File: config.mk
export PLATFORM = sky130hd
export DESIGN_NAME = smbus_reg_target
export DESIGN_NICKNAME = d
export VERILOG_FILES = /design/src/rtl/smbus_tgt_pkg.sv /design/src/rtl/smbus_line_sync.sv /design/src/rtl/smbus_cond_detect.sv /design/src/rtl/smbus_tgt_fsm.sv /design/src/rtl/smbus_reg_target.sv
export SDC_FILE = /design/constraint.sdc
export NUM_CORES = 1
export LEC_CHECK = 0
export BUFFER_PORTS_ARGS = -buffer_cell sky130_fd_sc_hd__buf_2
export CELL_PAD_IN_SITES_DETAIL_PLACEMENT = 1
export CELL_PAD_IN_SITES_GLOBAL_PLACEMENT = 1
export CORE_MARGIN = 1
export CORE_UTILIZATION = 40
export CTS_CLUSTER_SIZE = 10
export DETAILED_ROUTE_END_ITERATION = 10
export PLACE_DENSITY_LB_ADDON = 0.1
export SLEW_MARGIN = 5
export SYNTH_ARGS = -nofsm -noshare
export SYNTH_HDL_FRONTEND = slang
export SYNTH_SLANG_ARGS = --single-unit
File: constraint.sdc
create_clock -name clk -period 2.4 [get_ports clk]
set_input_delay 0.48 -clock clk [delete_from_list [all_inputs] [get_ports clk]]
set_output_delay 0.48 -clock clk [all_outputs]
set_load 0.005 [all_outputs]
File: src/rtl/smbus_tgt_pkg.sv
package smbus_tgt_pkg;
  localparam int BYTE_W = 8;
  localparam int CNT_W  = 4;

  typedef enum logic [2:0] {
    ST_IDLE,
    ST_ADDR,
    ST_WR,
    ST_ACK,
    ST_RD,
    ST_HACK
  } tgt_state_t;
endpackage

File: src/rtl/smbus_line_sync.sv
module smbus_line_sync #(
  parameter int  STAGES  = 2,
  parameter logic RST_VAL = 1'b1
) (
  input  logic clk,
  input  logic rst,
  input  logic din,
  output logic dout
);
  logic [STAGES-1:0] chain;

  always_ff @(posedge clk) begin
    if (rst) chain <= {STAGES{RST_VAL}};
    else     chain <= {chain[STAGES-2:0], din};
  end

  assign dout = chain[STAGES-1];
endmodule

File: src/rtl/smbus_cond_detect.sv
module smbus_cond_detect (
  input  logic clk,
  input  logic rst,
  input  logic scl_s,
  input  logic sda_s,
  output logic scl_rise,
  output logic scl_fall,
  output logic start_det,
  output logic stop_det
);
  logic scl_q, sda_q;

  always_ff @(posedge clk) begin
    if (rst) begin
      scl_q <= 1'b1;
      sda_q <= 1'b1;
    end else begin
      scl_q <= scl_s;
      sda_q <= sda_s;
    end
  end

  assign scl_rise  =  scl_s & ~scl_q;
  assign scl_fall  = ~scl_s &  scl_q;
  assign start_det =  scl_s &  scl_q &  sda_q & ~sda_s;
  assign stop_det  =  scl_s &  scl_q & ~sda_q &  sda_s;
endmodule

File: src/rtl/smbus_tgt_fsm.sv
module smbus_tgt_fsm
  import smbus_tgt_pkg::*;
#(
  parameter int         PTR_W    = 8,
  parameter logic [6:0] TGT_ADDR = 7'h28
) (
  input  logic              clk,
  input  logic              rst,
  input  logic              scl_s,
  input  logic              sda_s,
  input  logic              scl_rise,
  input  logic              scl_fall,
  input  logic              start_det,
  input  logic              stop_det,
  input  logic [BYTE_W-1:0] reg_rdata,
  output logic              sda_oe,
  output logic              reg_we,
  output logic [PTR_W-1:0]  reg_addr,
  output logic [BYTE_W-1:0] reg_wdata
);
  localparam logic [CNT_W-1:0] LAST_BIT = CNT_W'(BYTE_W);

  tgt_state_t        st;
  logic [CNT_W-1:0]  cnt;
  logic [BYTE_W-1:0] rx_sh;
  logic [BYTE_W-2:0] tx_sh;
  logic [PTR_W-1:0]  ptr;
  logic              ptr_pend;
  logic              rw_q;
  logic              nack_q;

  assign reg_addr = ptr;

  always_ff @(posedge clk) begin
    if (rst) begin
      st        <= ST_IDLE;
      cnt       <= '0;
      rx_sh     <= '0;
      tx_sh     <= '0;
      ptr       <= '0;
      ptr_pend  <= 1'b0;
      rw_q      <= 1'b0;
      nack_q    <= 1'b0;
      sda_oe    <= 1'b0;
      reg_we    <= 1'b0;
      reg_wdata <= '0;
    end else begin
      reg_we <= 1'b0;
      // pointer steps in the cycle after the strobe so the strobe sees the old value
      if (reg_we) ptr <= ptr + 1'b1;

      if (stop_det) begin
        st     <= ST_IDLE;
        sda_oe <= 1'b0;
      end else if (start_det) begin
        st       <= ST_ADDR;
        cnt      <= '0;
        ptr_pend <= 1'b1;
        sda_oe   <= 1'b0;
      end else begin
        case (st)
          ST_ADDR, ST_WR: begin
            if (scl_rise) begin
              rx_sh <= {rx_sh[BYTE_W-2:0], sda_s};
              cnt   <= cnt + 1'b1;
            end else if (scl_fall && cnt == LAST_BIT) begin
              if (st == ST_ADDR) begin
                if (rx_sh[BYTE_W-1:1] == TGT_ADDR) begin
                  rw_q   <= rx_sh[0];
                  sda_oe <= 1'b1;
                  st     <= ST_ACK;
                end else begin
                  st <= ST_IDLE;
                end
              end else begin
                if (ptr_pend) begin
                  ptr      <= PTR_W'(rx_sh);
                  ptr_pend <= 1'b0;
                end else begin
                  reg_we    <= 1'b1;
                  reg_wdata <= rx_sh;
                end
                sda_oe <= 1'b1;
                st     <= ST_ACK;
              end
            end
          end
          ST_ACK: begin
            if (scl_fall) begin
              if (rw_q) begin
                tx_sh  <= reg_rdata[BYTE_W-2:0];
                sda_oe <= ~reg_rdata[BYTE_W-1];
                cnt    <= CNT_W'(1);
                st     <= ST_RD;
              end else begin
                sda_oe <= 1'b0;
                cnt    <= '0;
                st     <= ST_WR;
              end
            end
          end
          ST_RD: begin
            if (scl_fall) begin
              if (cnt == LAST_BIT) begin
                sda_oe <= 1'b0;
                ptr    <= ptr + 1'b1;
                st     <= ST_HACK;
              end else begin
                sda_oe <= ~tx_sh[BYTE_W-2];
                tx_sh  <= {tx_sh[BYTE_W-3:0], 1'b0};
                cnt    <= cnt + 1'b1;
              end
            end
          end
          ST_HACK: begin
            if (scl_rise) begin
              nack_q <= sda_s;
            end else if (scl_fall) begin
              if (nack_q) begin
                st <= ST_IDLE;
              end else begin
                tx_sh  <= reg_rdata[BYTE_W-2:0];
                sda_oe <= ~reg_rdata[BYTE_W-1];
                cnt    <= CNT_W'(1);
                st     <= ST_RD;
              end
            end
          end
          default: st <= ST_IDLE;
        endcase
      end
    end
  end

  // an idle target never holds the data line
  assert_idle_release_R2: assert property (@(posedge clk) disable iff (rst)
    (st == ST_IDLE) |-> !sda_oe);

  // pointer is one higher in the cycle after a write strobe
  assert_ptr_step_R5: assert property (@(posedge clk) disable iff (rst)
    reg_we |=> (reg_addr == PTR_W'($past(reg_addr) + 1'b1)));

  // a stop leaves the line released and no write pending
  assert_stop_quiet_R9: assert property (@(posedge clk) disable iff (rst)
    stop_det |=> (!sda_oe && !reg_we));

  // drive changes only when the clock line was low
  assert_sda_low_phase_R10: assert property (@(posedge clk) disable iff (rst)
    (sda_oe != $past(sda_oe)) |-> !$past(scl_s));

  // the write strobe lasts one cycle
  assert_we_pulse_R11: assert property (@(posedge clk) disable iff (rst)
    reg_we |=> !reg_we);
endmodule

File: src/rtl/smbus_reg_target.sv
module smbus_reg_target
  import smbus_tgt_pkg::*;
#(
  parameter int         PTR_W       = 8,
  parameter int         SYNC_STAGES = 2,
  parameter logic [6:0] TGT_ADDR    = 7'h28
) (
  input  logic              clk,
  input  logic              rst,
  input  logic              scl_i,
  input  logic              sda_i,
  output logic              sda_oe,
  output logic              reg_we,
  output logic [PTR_W-1:0]  reg_addr,
  output logic [BYTE_W-1:0] reg_wdata,
  input  logic [BYTE_W-1:0] reg_rdata
);
  localparam int N_LINES = 2;

  logic [N_LINES-1:0] raw_lines;
  logic [N_LINES-1:0] sync_lines;
  logic scl_rise, scl_fall, start_det, stop_det;

  assign raw_lines = {sda_i, scl_i};

  for (genvar g = 0; g < N_LINES; g++) begin : g_sync
    smbus_line_sync #(
      .STAGES (SYNC_STAGES),
      .RST_VAL(1'b1)
    ) u_sync (
      .clk (clk),
      .rst (rst),
      .din (raw_lines[g]),
      .dout(sync_lines[g])
    );
  end

  smbus_cond_detect u_cond (
    .clk      (clk),
    .rst      (rst),
    .scl_s    (sync_lines[0]),
    .sda_s    (sync_lines[1]),
    .scl_rise (scl_rise),
    .scl_fall (scl_fall),
    .start_det(start_det),
    .stop_det (stop_det)
  );

  smbus_tgt_fsm #(
    .PTR_W   (PTR_W),
    .TGT_ADDR(TGT_ADDR)
  ) u_fsm (
    .clk      (clk),
    .rst      (rst),
    .scl_s    (sync_lines[0]),
    .sda_s    (sync_lines[1]),
    .scl_rise (scl_rise),
    .scl_fall (scl_fall),
    .start_det(start_det),
    .stop_det (stop_det),
    .reg_rdata(reg_rdata),
    .sda_oe   (sda_oe),
    .reg_we   (reg_we),
    .reg_addr (reg_addr),
    .reg_wdata(reg_wdata)
  );
endmodule

---- Word-level counts from Yosys, hierarchy flattened ----
Cells that the tools add are included.
storage, ports and cells
  register bits after elaboration ......... 49
  word-level logic and storage cells ...... 147
  input port bits ......................... 12
  output and inout bits ................... 18
operators by class
  reductions and logical operators ........ 20
  add/sub/neg operators ................... 2
  muxes and demuxes ....................... 59
  bitwise logic cells ..................... 20
  equal/unequal tests ..................... 30
operator list
  operator                                                         count
  8-bit 2-to-1 mux                                                 9
  7-bit 2-to-1 mux                                                 7
  4-bit 2-to-1 mux                                                 8
  7-bit AND reduction                                              4
  3-bit 2-to-1 mux                                                 9
  7-bit one-hot mux with 3 select lines                            1
  1-bit 2-to-1 mux                                                 19
  3-bit != test, second input constant                             6
  9-bit AND reduction                                              2
  4-bit one-hot mux with 4 select lines                            1
  8-bit one-hot mux with 2 select lines                            1
  3-bit by 2-bit != test with 1-bit output, second input constant  5
  2-bit by 1-bit != test with 1-bit output, second input constant  7
  1-bit NOT                                                        13
  3-bit one-hot mux with 4 select lines                            1
  2-bit != test, second input constant                             5
  10-bit AND reduction                                             1
  8-bit by 1-bit adder with 8-bit output, second input constant    1
  4-bit AND reduction                                              2
  1-bit bitwise AND                                                7
  7-bit by 6-bit == test with 1-bit output, second input constant  1
  7-bit OR reduction                                               1
  3-bit by 2-bit == test with 1-bit output, second input constant  2
  3-bit == test, second input constant                             2
  13 further kinds                                                 16

---- Depth between registers and ports, before layout ----
Gate-level depths: netlist of the first run.
  word-level depth ........................ 9
  depth in mapped cells ................... 9
  mapped depth without buffers ............ 7

---- By module ----
A second synthesis of the first run with hierarchy kept.
unflattened totals
  cell total of the unflattened synthesis .. 302
  area total of the unflattened synthesis .. 2722.6 um2
by module, submodules not included
  module             times used  cells an instance  area each (um2)  seq. area each (um2)
  smbus_tgt_fsm      1           286                2532.4           860.8
  smbus_line_sync    2           4                  52.6             40.0
  smbus_cond_detect  1           8                  85.1             40.0

---- Least setup slack after synthesis of the first run ----
Ideal clock, no wire load.
  kind .................................... flip-flop to flip-flop
  start ................................... register u_fsm.cnt[0]
  end ..................................... register u_fsm.reg_wdata[7]
  cell stages (with the launch flop) ...... 10
  path slack .............................. 0.493 ns
  clock period less this slack ............ 1.907 ns
  required time ........................... 2.272 ns
  buffers on the path ..................... 2
  arrival ................................. 1.779 ns
  library setup time ...................... 0.128 ns
  path through ............................ dfxtp_1 inv_1 ha_1 and3b_1 clkbuf_1 nand2_1 nor4_1 buf_2 mux2i_1 nor2_1
between the ends
  longest elaborated chain between the ends .. 3
RTL lines
  element                               line                  text
  start, declared                       smbus_tgt_fsm.sv:24   logic [CNT_W-1:0] cnt;
  start signal, assigned                smbus_tgt_fsm.sv:65   cnt <= cnt + 1'b1;
  start signal, assigned                smbus_tgt_fsm.sv:111  cnt <= cnt + 1'b1;
  4-bit == test                         smbus_tgt_fsm.sv:66   end else if (scl_fall && cnt == LAST_BIT) begin
  1-bit logical AND                     smbus_tgt_fsm.sv:66
  7-bit AND reduction (no source line)  --
  end signal, assigned                  smbus_tgt_fsm.sv:81   reg_wdata <= rx_sh;
  end, declared                         smbus_tgt_fsm.sv:19   output logic [BYTE_W-1:0] reg_wdata
No other way between the ends.
A chain may end at the register's enable or synchronous reset.

---- Worst setup path after layout of the first run ----
  start ................................... register u_fsm.st[1]
  end ..................................... register u_fsm.cnt[1]
between the ends
  longest elaborated chain between the ends .. 4
  elaborated cells between the ends (all ways) .. 17
  classes of those cells .................. eq/ne: 12; mux: 2; reduce/logical: 3
RTL lines
  element                                                                                               line                 text
  start, declared                                                                                       smbus_tgt_fsm.sv:23  tgt_state_t st;
  start signal, assigned                                                                                smbus_tgt_fsm.sv:36  st <= ST_IDLE;
  start signal, assigned                                                                                smbus_tgt_fsm.sv:53  st <= ST_IDLE;
  start signal, assigned                                                                                smbus_tgt_fsm.sv:56  st <= ST_ADDR;
  3-bit by 2-bit == test with 1-bit output or 3-bit by 1-bit == test with 1-bit output (tied branches)  smbus_tgt_fsm.sv:61  case (st)
  2-bit OR reduction                                                                                    smbus_tgt_fsm.sv:61
  3-bit != test (no source line), or another cell as far along                                          --
  9-bit AND reduction (no source line) or 4-bit 2-to-1 mux (tied branches)                              --
Several ways; a longest one is shown, not always the timed one.

==> impl_metrics.ini, run 1 <==
[synth]
syn-cell-area_um2 = 2770
syn_avg_cell_area_um2 = 8.65
synthFlopType = dfxtp_1
yosys_warnings = 0
synthDistinctLibCells = 55
synth_top_area_frac = 0.354
synth_area_leaders = dfxtp_1 (35%), mux2i_1 (9.8%), nor2_1 (4.3%)
ys_async_sr_fraction = 0
synth_fp_nets = 335
synth_edf_count = 0
synth.yosys.seq_area_share = 0.354
netlist_instances = 320
ys_seq_elements = 49
synth_top_area_cell = dfxtp_1

[clock_tree]
postCtsSetupBuffers = 0
clock-sinks = 49
clock_latency_ns = 0.30
post_cts_hold_buffer_count = 0
cts.repair.resized = 0
cts_made_buffers = 5
htree_levels = 2
root_buffer = clkbuf_8
cts_tree = done
clkSlewWorstSetupHoldPaths_ns = 0.09
ctsLongestPathBuffers = 2

[layout]
layout_commonest_cell = dfxtp_1
fin_nets = 367
final_util = 0.481
syn2layout_area_growth_pct = 13.5
drive_gt1_frac = 0.201
antenna_cells = 0
final_cells = 430
postLayoutCellArea_um2 = 3140
layout_common_cells = dfxtp_1 (49), nor2_1 (32), buf_2 (29)

[worst_setup_path]
crit_path_max_incr_delay_ns = 0.75
cpMaxStageDelayCell = dfxtp_1
cp.arrival_ns = 2.43
required_ns = 2.64
start_kind = register
r2r_start = u_fsm.st[1]
worstPathCellList = xnor2_2 > a211oi_1 > o32a_1 > or4b_1 > a21oi_1
r2r_slack_ns = 0.21
path_max_fanout = 16
r2r_end = u_fsm.cnt[1]
path_class = register to register
endpoint_kind = register
ff2ff_path_depth = 5

[detailed_routing]
ant_nets = 0
drt_iter0_markers = 103
wl_per_cell_um = 17.1
drc_errors = 0
dr.pass1.iters = 4
via_count = 2415
wl_um = 7340
vias_per_cell = 5.62

[die]
fp.coreArea_um2 = 6530
die_area_um2 = 7260
die_h_um = 85.2
rows = 29
pin_count = 30
initial_core_util = 0.424
die_w_um = 85.2

[power_and_ir_drop]
vdd_drop_max_mv = 0.296
leakagePower_nw = 1.20
power.density_nw_per_um2 = 492
power_frac_seq = 0.538
power.switching_mw = 0.364
power_frac_clock = 0.390
power_frac_comb = 0.072
cellInternalPower_mw = 1.18
p_sw_frac = 0.236
p_total_mw = 1.54

[place]
gp_congestion = 0.796
place_area_um2 = 3030
hpwlAfterDp_um = 5320
place_ws_ns = 0.264
portBuffers = 29
dpl.cell_count = 422

[timing]
rsz0062_at_grt = false
fin_skew_ns = 0.00844
setup_tns_ns = 0
finalCritPeriodShare = 0.914
final_hold_viol_count = 0
worst_slack_ns = 0.207
worstMarginPinSlew_ns = 0.651
period_needed_ns = 2.19
max_slew_margin = 0.566
finalSetupViolCount = 0
max_freq_ghz = 0.456
hold_ws_ns = 0.358
drv_slew = 0

[run_status]
outcome = finished clean

[grt]
grt_pass1_wl_um = 12400
globalRouteTotalUtil = 0.215
antenna_found_initial = 0
grt_max_degree = 44
grt_overflow = 0
grt_pass1_vias = 2497

[min_path]
hold_depth = 2
hold_class = input pin to register
hold_path_end = g_sync[0].u_sync.chain[0]
min_from = scl_i

[run]
drv_cap = 0
-- synthesized netlist by cell type (all sizes together), types with 2 or more instances --
cell type  count
a211o          3
a211oi         3
a21oi         16
a221o          4
a311oi         2
a31oi          4
and2           3
and3b          3
buf           11
clkbuf        10
dfxtp         49
ha             3
inv            8
mux2           7
mux2i         27
nand2         24
nand2b         4
nand3         11
nand3b         3
nand4          3
nor2          32
nor2b          5
nor3           8
nor3b          2
nor4           2
nor4bb         2
o21a           3
o21ai         18
o221ai         4
o22ai          3
o31ai          4
or2            6
or3            2
or3b           2
or4            3
xnor2          9
xor2           5
-- power by group through the flow --
stage	sequential [mW]	clock [mW]	combinational [mW]
after floorplan	0.845	0	0.0753
after global placement	0.850	0	0.108
after detailed placement	0.850	0	0.110
after CTS	0.831	0.627	0.111
after global routing	0.833	0.651	0.121
final	0.831	0.602	0.111
-- layout make-up --
type | count | area (µm²)
inverter | 8 | 30.0
multi-input combinational | 242 | 1650
tap | 77 | 96.3
clock inverter | 2 | 38.8
clock buffer | 6 | 72.6
fill | 800 | 3390
timing repair buffer | 46 | 273
sequential | 49 | 981
-- worst max-delay path: cells and delay by family, from the launching register on --
family | cells | cell delay [ns]
and+or+nand+nor | 1 | 0.56
xor gates and xnor gates | 1 | 0.19
DFF | 1 | 0.75
AOI/OAI and AO/OA | 3 | 0.63
-- worst max-delay path by stage --
stage	startpoint	end	slack (ns)	cells past startpoint
floorplan	u_fsm.cnt[0]	u_fsm.reg_wdata[7]	0.49	9
global placement	u_fsm.st[1]	u_fsm.cnt[3]	0.34	5
detailed placement	u_fsm.st[1]	u_fsm.cnt[1]	0.26	5
CTS	u_fsm.st[1]	u_fsm.cnt[1]	0.23	5
global route	u_fsm.st[1]	u_fsm.cnt[1]	0.05	5
finish	u_fsm.st[1]	u_fsm.cnt[1]	0.21	5
-- routing by layer --
metal  up-vias  routed length [µm]  GRT usage
li1       1218                   -          -
met1      1154                3630      0.294
met2        39                3430      0.359
met3         4                 227     0.0302
met4         0                  61     0.0478
met5         -                   0          0
-- logic make-up (layout without fill, tap and decap cells) --
| group | after synthesis | after routing | share of synthesized area |
|---|---|---|---|
| multiplexers | 34 | 34 | 0.126 |
| buffers and inverters | 29 | 62 | 0.0520 |
| AND/OR/NAND/NOR | 120 | 120 | 0.231 |
| flip-flops | 49 | 49 | 0.354 |
| adder cells (fa/ha/maj) | 3 | 3 | 0.0136 |
| XOR/XNOR | 14 | 14 | 0.0470 |
| AO/OA/AOI/OAI | 71 | 71 | 0.176 |
-- sequential cells by signal (all words and copies together) (netlist names) --
name,flops
u_fsm.tx_sh,7
u_fsm.ptr_pend,1
u_fsm.reg_addr,8
u_fsm.reg_we,1
u_cond.sda_q,1
u_fsm.rx_sh,8
g_sync.u_sync.chain,4
u_fsm.st,3
u_cond.scl_q,1
u_fsm.cnt,4
u_fsm.reg_wdata,8
u_fsm.nack_q,1
u_fsm.sda_oe,1
u_fsm.rw_q,1
Note: power is estimated with default switching activity, not from simulation.
==> run 2, diff against run 1 <==
CELL_PAD_IN_SITES_DETAIL_PLACEMENT = default   (was 1)
CELL_PAD_IN_SITES_GLOBAL_PLACEMENT = default   (was 1)
PLACE_DENSITY_LB_ADDON = default   (was 0.1)
==> impl_metrics.ini, run 2 (synthesis results as in run 1) <==
[run_status]
outcome = finished clean

[worst_setup_path]
ff2ff_path_depth = 5
endpoint_kind = register
cp-startpoint = u_fsm.st[0]
r2r_start = u_fsm.st[0]
path_class = register to register
start_kind = register
r2r_slack_ns = 0.25
path_max_fanout = 13
cp.arrival_ns = 2.39
required_ns = 2.64
r2r_end = u_fsm.cnt[3]

[layout]
postLayoutCellArea_um2 = 3120
drive_gt1_frac = 0.195
layout_commonest_cell = dfxtp_1
syn2layout_area_growth_pct = 12.7
fin_nets = 363
antenna_cells = 0
layout_common_cells = dfxtp_1 (49), nor2_1 (32), buf_2 (29)
final_util = 0.477

[timing]
setup_tns_ns = 0
finalCritPeriodShare = 0.896
final_hold_viol_count = 0
max_slew_margin = 0.599
worstMarginPinSlew_ns = 0.601
drv_slew = 0
max_freq_ghz = 0.465
fin_skew_ns = 0.0112
period_needed_ns = 2.15
worst_slack_ns = 0.249
hold_ws_ns = 0.360
rsz0062_at_grt = false
finalSetupViolCount = 0

[min_path]
hold_path_end = g_sync[1].u_sync.chain[0]
hold_class = input pin to register
hold_depth = 2
min_from = sda_i

[detailed_routing]
vias_per_cell = 5.70
drt_iter0_markers = 163
wl_um = 6500
ant_nets = 0
wl_per_cell_um = 15.2
dr.pass1.iters = 4
via_count = 2429
drc_errors = 0

[die]
die_h_um = 85.2
rows = 29
initial_core_util = 0.424
die_area_um2 = 7260
die_w_um = 85.2
fp.coreArea_um2 = 6530
pin_count = 30

[place]
portBuffers = 29
place_ws_ns = 0.266
hpwlAfterDp_um = 4570
gp_congestion = 0.899
place_area_um2 = 3000

[grt]
grt_max_degree = 42
grt_pass1_wl_um = 10800
globalRouteTotalUtil = 0.186
antenna_found_initial = 0
grt_pass1_vias = 2249
grt_overflow = 0

[clock_tree]
ctsLongestPathBuffers = 2
cts_tree = done
clkSlewWorstSetupHoldPaths_ns = 0.10
cts.repair.resized = 0
root_buffer = clkbuf_8
post_cts_hold_buffer_count = 0
clock_latency_ns = 0.30
postCtsSetupBuffers = 0
cts_made_buffers = 5
clock-sinks = 49
htree_levels = 2

[power_and_ir_drop]
vdd_drop_max_mv = 0.290
leakagePower_nw = 1.19
power.density_nw_per_um2 = 503

[run]
drv_cap = 0
-- run 2: cell count changes in the layout (fill, tap and decap cells not counted), sizes merged --
cell	before	now
buf	46	42
clkbuf	6	5
inv	8	9
-- run 2: where the power goes --
| part | switching (mW) | internal, mW |
|---|---|---|
| Combinational | 0.0590 | 0.0457 |
| Sequential | 0.0122 | 0.821 |
| Clock | 0.312 | 0.320 |
-- run 2: layer usage --
| metal | global-route usage | routed length (µm) |
|---|---|---|
| met2 | 0.265 | 2770 |
| met1 | 0.272 | 3240 |
| met5 | 0 | 0 |
| met3 | 0.0399 | 427 |
| met4 | 0.0678 | 59 |
-- run 2: worst max-delay path by stage --
stage                         end  slack, ns
5_1_grt              u_fsm.cnt[1]       0.12
6_report             u_fsm.cnt[3]       0.25
3_5_place_dp         u_fsm.cnt[1]       0.27
4_1_cts              u_fsm.cnt[1]       0.27
3_3_place_gp       u_fsm.tx_sh[0]       0.34
2_1_floorplan  u_fsm.reg_wdata[7]       0.49
-- run 2: final cells by class --
class / count / area (µm²)
inverter: 8 / 30.0
multi-input combinational: 242 / 1650
timing repair buffer: 42 / 243
clock inverter: 3 / 50.0
sequential: 49 / 981
clock buffer: 5 / 68.8
fill: 651 / 3410
tap: 77 / 96.3
-- run 2: stage by stage --
| stage | total power, mW | std cells |
|---|---|---|
| 6_report | 1.57 | 426 |
| 3_3_place_gp | 0.955 | 418 |
| 4_1_cts | 1.58 | 426 |
| 5_1_grt | 1.64 | 426 |
| 2_1_floorplan | 0.920 | 320 |
| 3_5_place_dp | 0.955 | 418 |
-- run 2: worst max-delay path: stages, from the launching register on --
cell and delay (ns):
dfxtp_1 0.69, xnor2_2 0.19, a211oi_1 0.07, o32a_1 0.42
or4_1 0.56, a21oi_1 0.16
==> run 3, diff against run 2 <==
PLACE_DENSITY_LB_ADDON = 0.08   (was default)
==> impl_metrics.ini, run 3 (synthesis results as in run 1) <==
[layout]
layout_commonest_cell = dfxtp_1
drive_gt1_frac = 0.193
antenna_cells = 0
syn2layout_area_growth_pct = 12.2
layout_common_cells = dfxtp_1 (49), nor2_1 (32), buf_2 (29)
fin_nets = 362

[grt]
grt_pass1_wl_um = 10800
grt_busiest_layer = met1
grt_pass1_vias = 2153
grt_overflow = 0
met1_usage = 0.293
grt_max_degree = 40
antenna_found_initial = 0
met2_usage = 0.268
globalRouteTotalUtil = 0.190
use_met3 = 0.0340

[timing]
setup_tns_ns = 0
max_slew_margin = 0.598
fin_skew_ns = 0.00749
max_freq_ghz = 0.453
final_hold_viol_count = 0
finalCritPeriodShare = 0.920
period_needed_ns = 2.21
worst_slack_ns = 0.192
rsz0062_at_grt = false
finalSetupViolCount = 0
worstMarginPinSlew_ns = 0.597
drv_slew = 0

[detailed_routing]
drt_iter0_markers = 152
wl_um = 6530
vias_per_cell = 5.61
dr.pass1.iters = 4
wl_per_cell_um = 15.4
drc_errors = 0
ant_nets = 0
via_count = 2383

[clock_tree]
htree_levels = 2
ctsLongestPathBuffers = 2
post_cts_hold_buffer_count = 0
clock_latency_ns = 0.31
root_buffer = clkbuf_8
postCtsSetupBuffers = 0
cts_tree = done
cts.repair.resized = 0
clock-sinks = 49
clkSlewWorstSetupHoldPaths_ns = 0.10
cts_made_buffers = 5

[power_and_ir_drop]
leakagePower_nw = 1.19
power.density_nw_per_um2 = 502
vdd_drop_max_mv = 0.247

[worst_setup_path]
path_max_fanout = 7
worstPathCellList = inv_1 > ha_1 > and3b_1 > nand4_1 > buf_4 > a31o_1 > a221o_1
crit_path_max_incr_delay_ns = 0.35
path_class = register to register
critPathTopFamily = simple AND/OR/NAND/NOR gates
cp.arrival_ns = 2.42
required_ns = 2.61
start_kind = register
crit_buf_inv = 2
endpoint_kind = register
cpMaxStageDelayCell = dfxtp_1

[run]
drv_cap = 0

[die]
die_w_um = 85.2
die_h_um = 85.2
pin_count = 30
fp.coreArea_um2 = 6530
initial_core_util = 0.424
die_area_um2 = 7260
rows = 29

[min_path]
hold_class = input pin to register

[place]
portBuffers = 29
gp_congestion = 0.819
hpwlAfterDp_um = 4740
place_ws_ns = 0.209

[run_status]
outcome = finished clean
==> run 3: worst reg2reg max path, cell delays in order, from the launching register on <==
cell	delay, ns
dfxtp_1	0.35
inv_1	0.11
ha_1	0.17
and3b_1	0.33
nand4_1	0.33
buf_4	0.27
a31o_1	0.22
a221o_1	0.33
==> run 3: final cells by class <==
type,count,area (µm²)
Clock buffer,5,68.8
Clock inverter,3,43.8
Fill cell,659,3430
Inverter,8,30.0
Multi-Input combinational cell,242,1650
Sequential cell,49,981
Tap cell,77,96.3
Timing Repair Buffer,41,235
==> run 3: metrics by stage <==
step	power [mW]	cells	utilization	area [µm²]	hold slack [ns]
2_1_floorplan	0.920	320	-	2770	0.389
3_3_place_gp	0.952	417	0.458	2990	0.391
3_5_place_dp	0.953	417	0.458	2990	0.394
4_1_cts	1.58	425	0.475	3100	0.336
5_1_grt	1.62	425	0.475	3100	0.331
6_report	1.56	425	0.475	3100	0.346
==> run 3: metal layers <==
layer,vias up,wire length [µm]
met5,-,0
met2,42,2740
met1,1122,3480
met3,7,259
met4,0,61
li1,1212,-
==> run 3: worst paths after layout <==
check | from | endpoint | slack (ns) | depth (start not counted)
hold / removal | sda_i | g_sync[1].u_sync.chain[0] | 0.35 | 2
setup reg to reg | u_fsm.cnt[0] | u_fsm.reg_addr[5] | 0.19 | 7
setup / recovery | u_fsm.cnt[0] | u_fsm.reg_addr[5] | 0.19 | 7
hold reg to reg | g_sync[1].u_sync.chain[0] | g_sync[1].u_sync.chain[1] | 0.42 | 1
==> run 3: where the power goes <==
group	internal [mW]	leakage, nW	total, mW	switching (mW)
Combinational	0.0438	0.732	0.103	0.0596
Clock	0.313	0.0585	0.624	0.311
Sequential	0.820	0.396	0.830	0.00951
Total	1.18	1.19	1.56	0.380
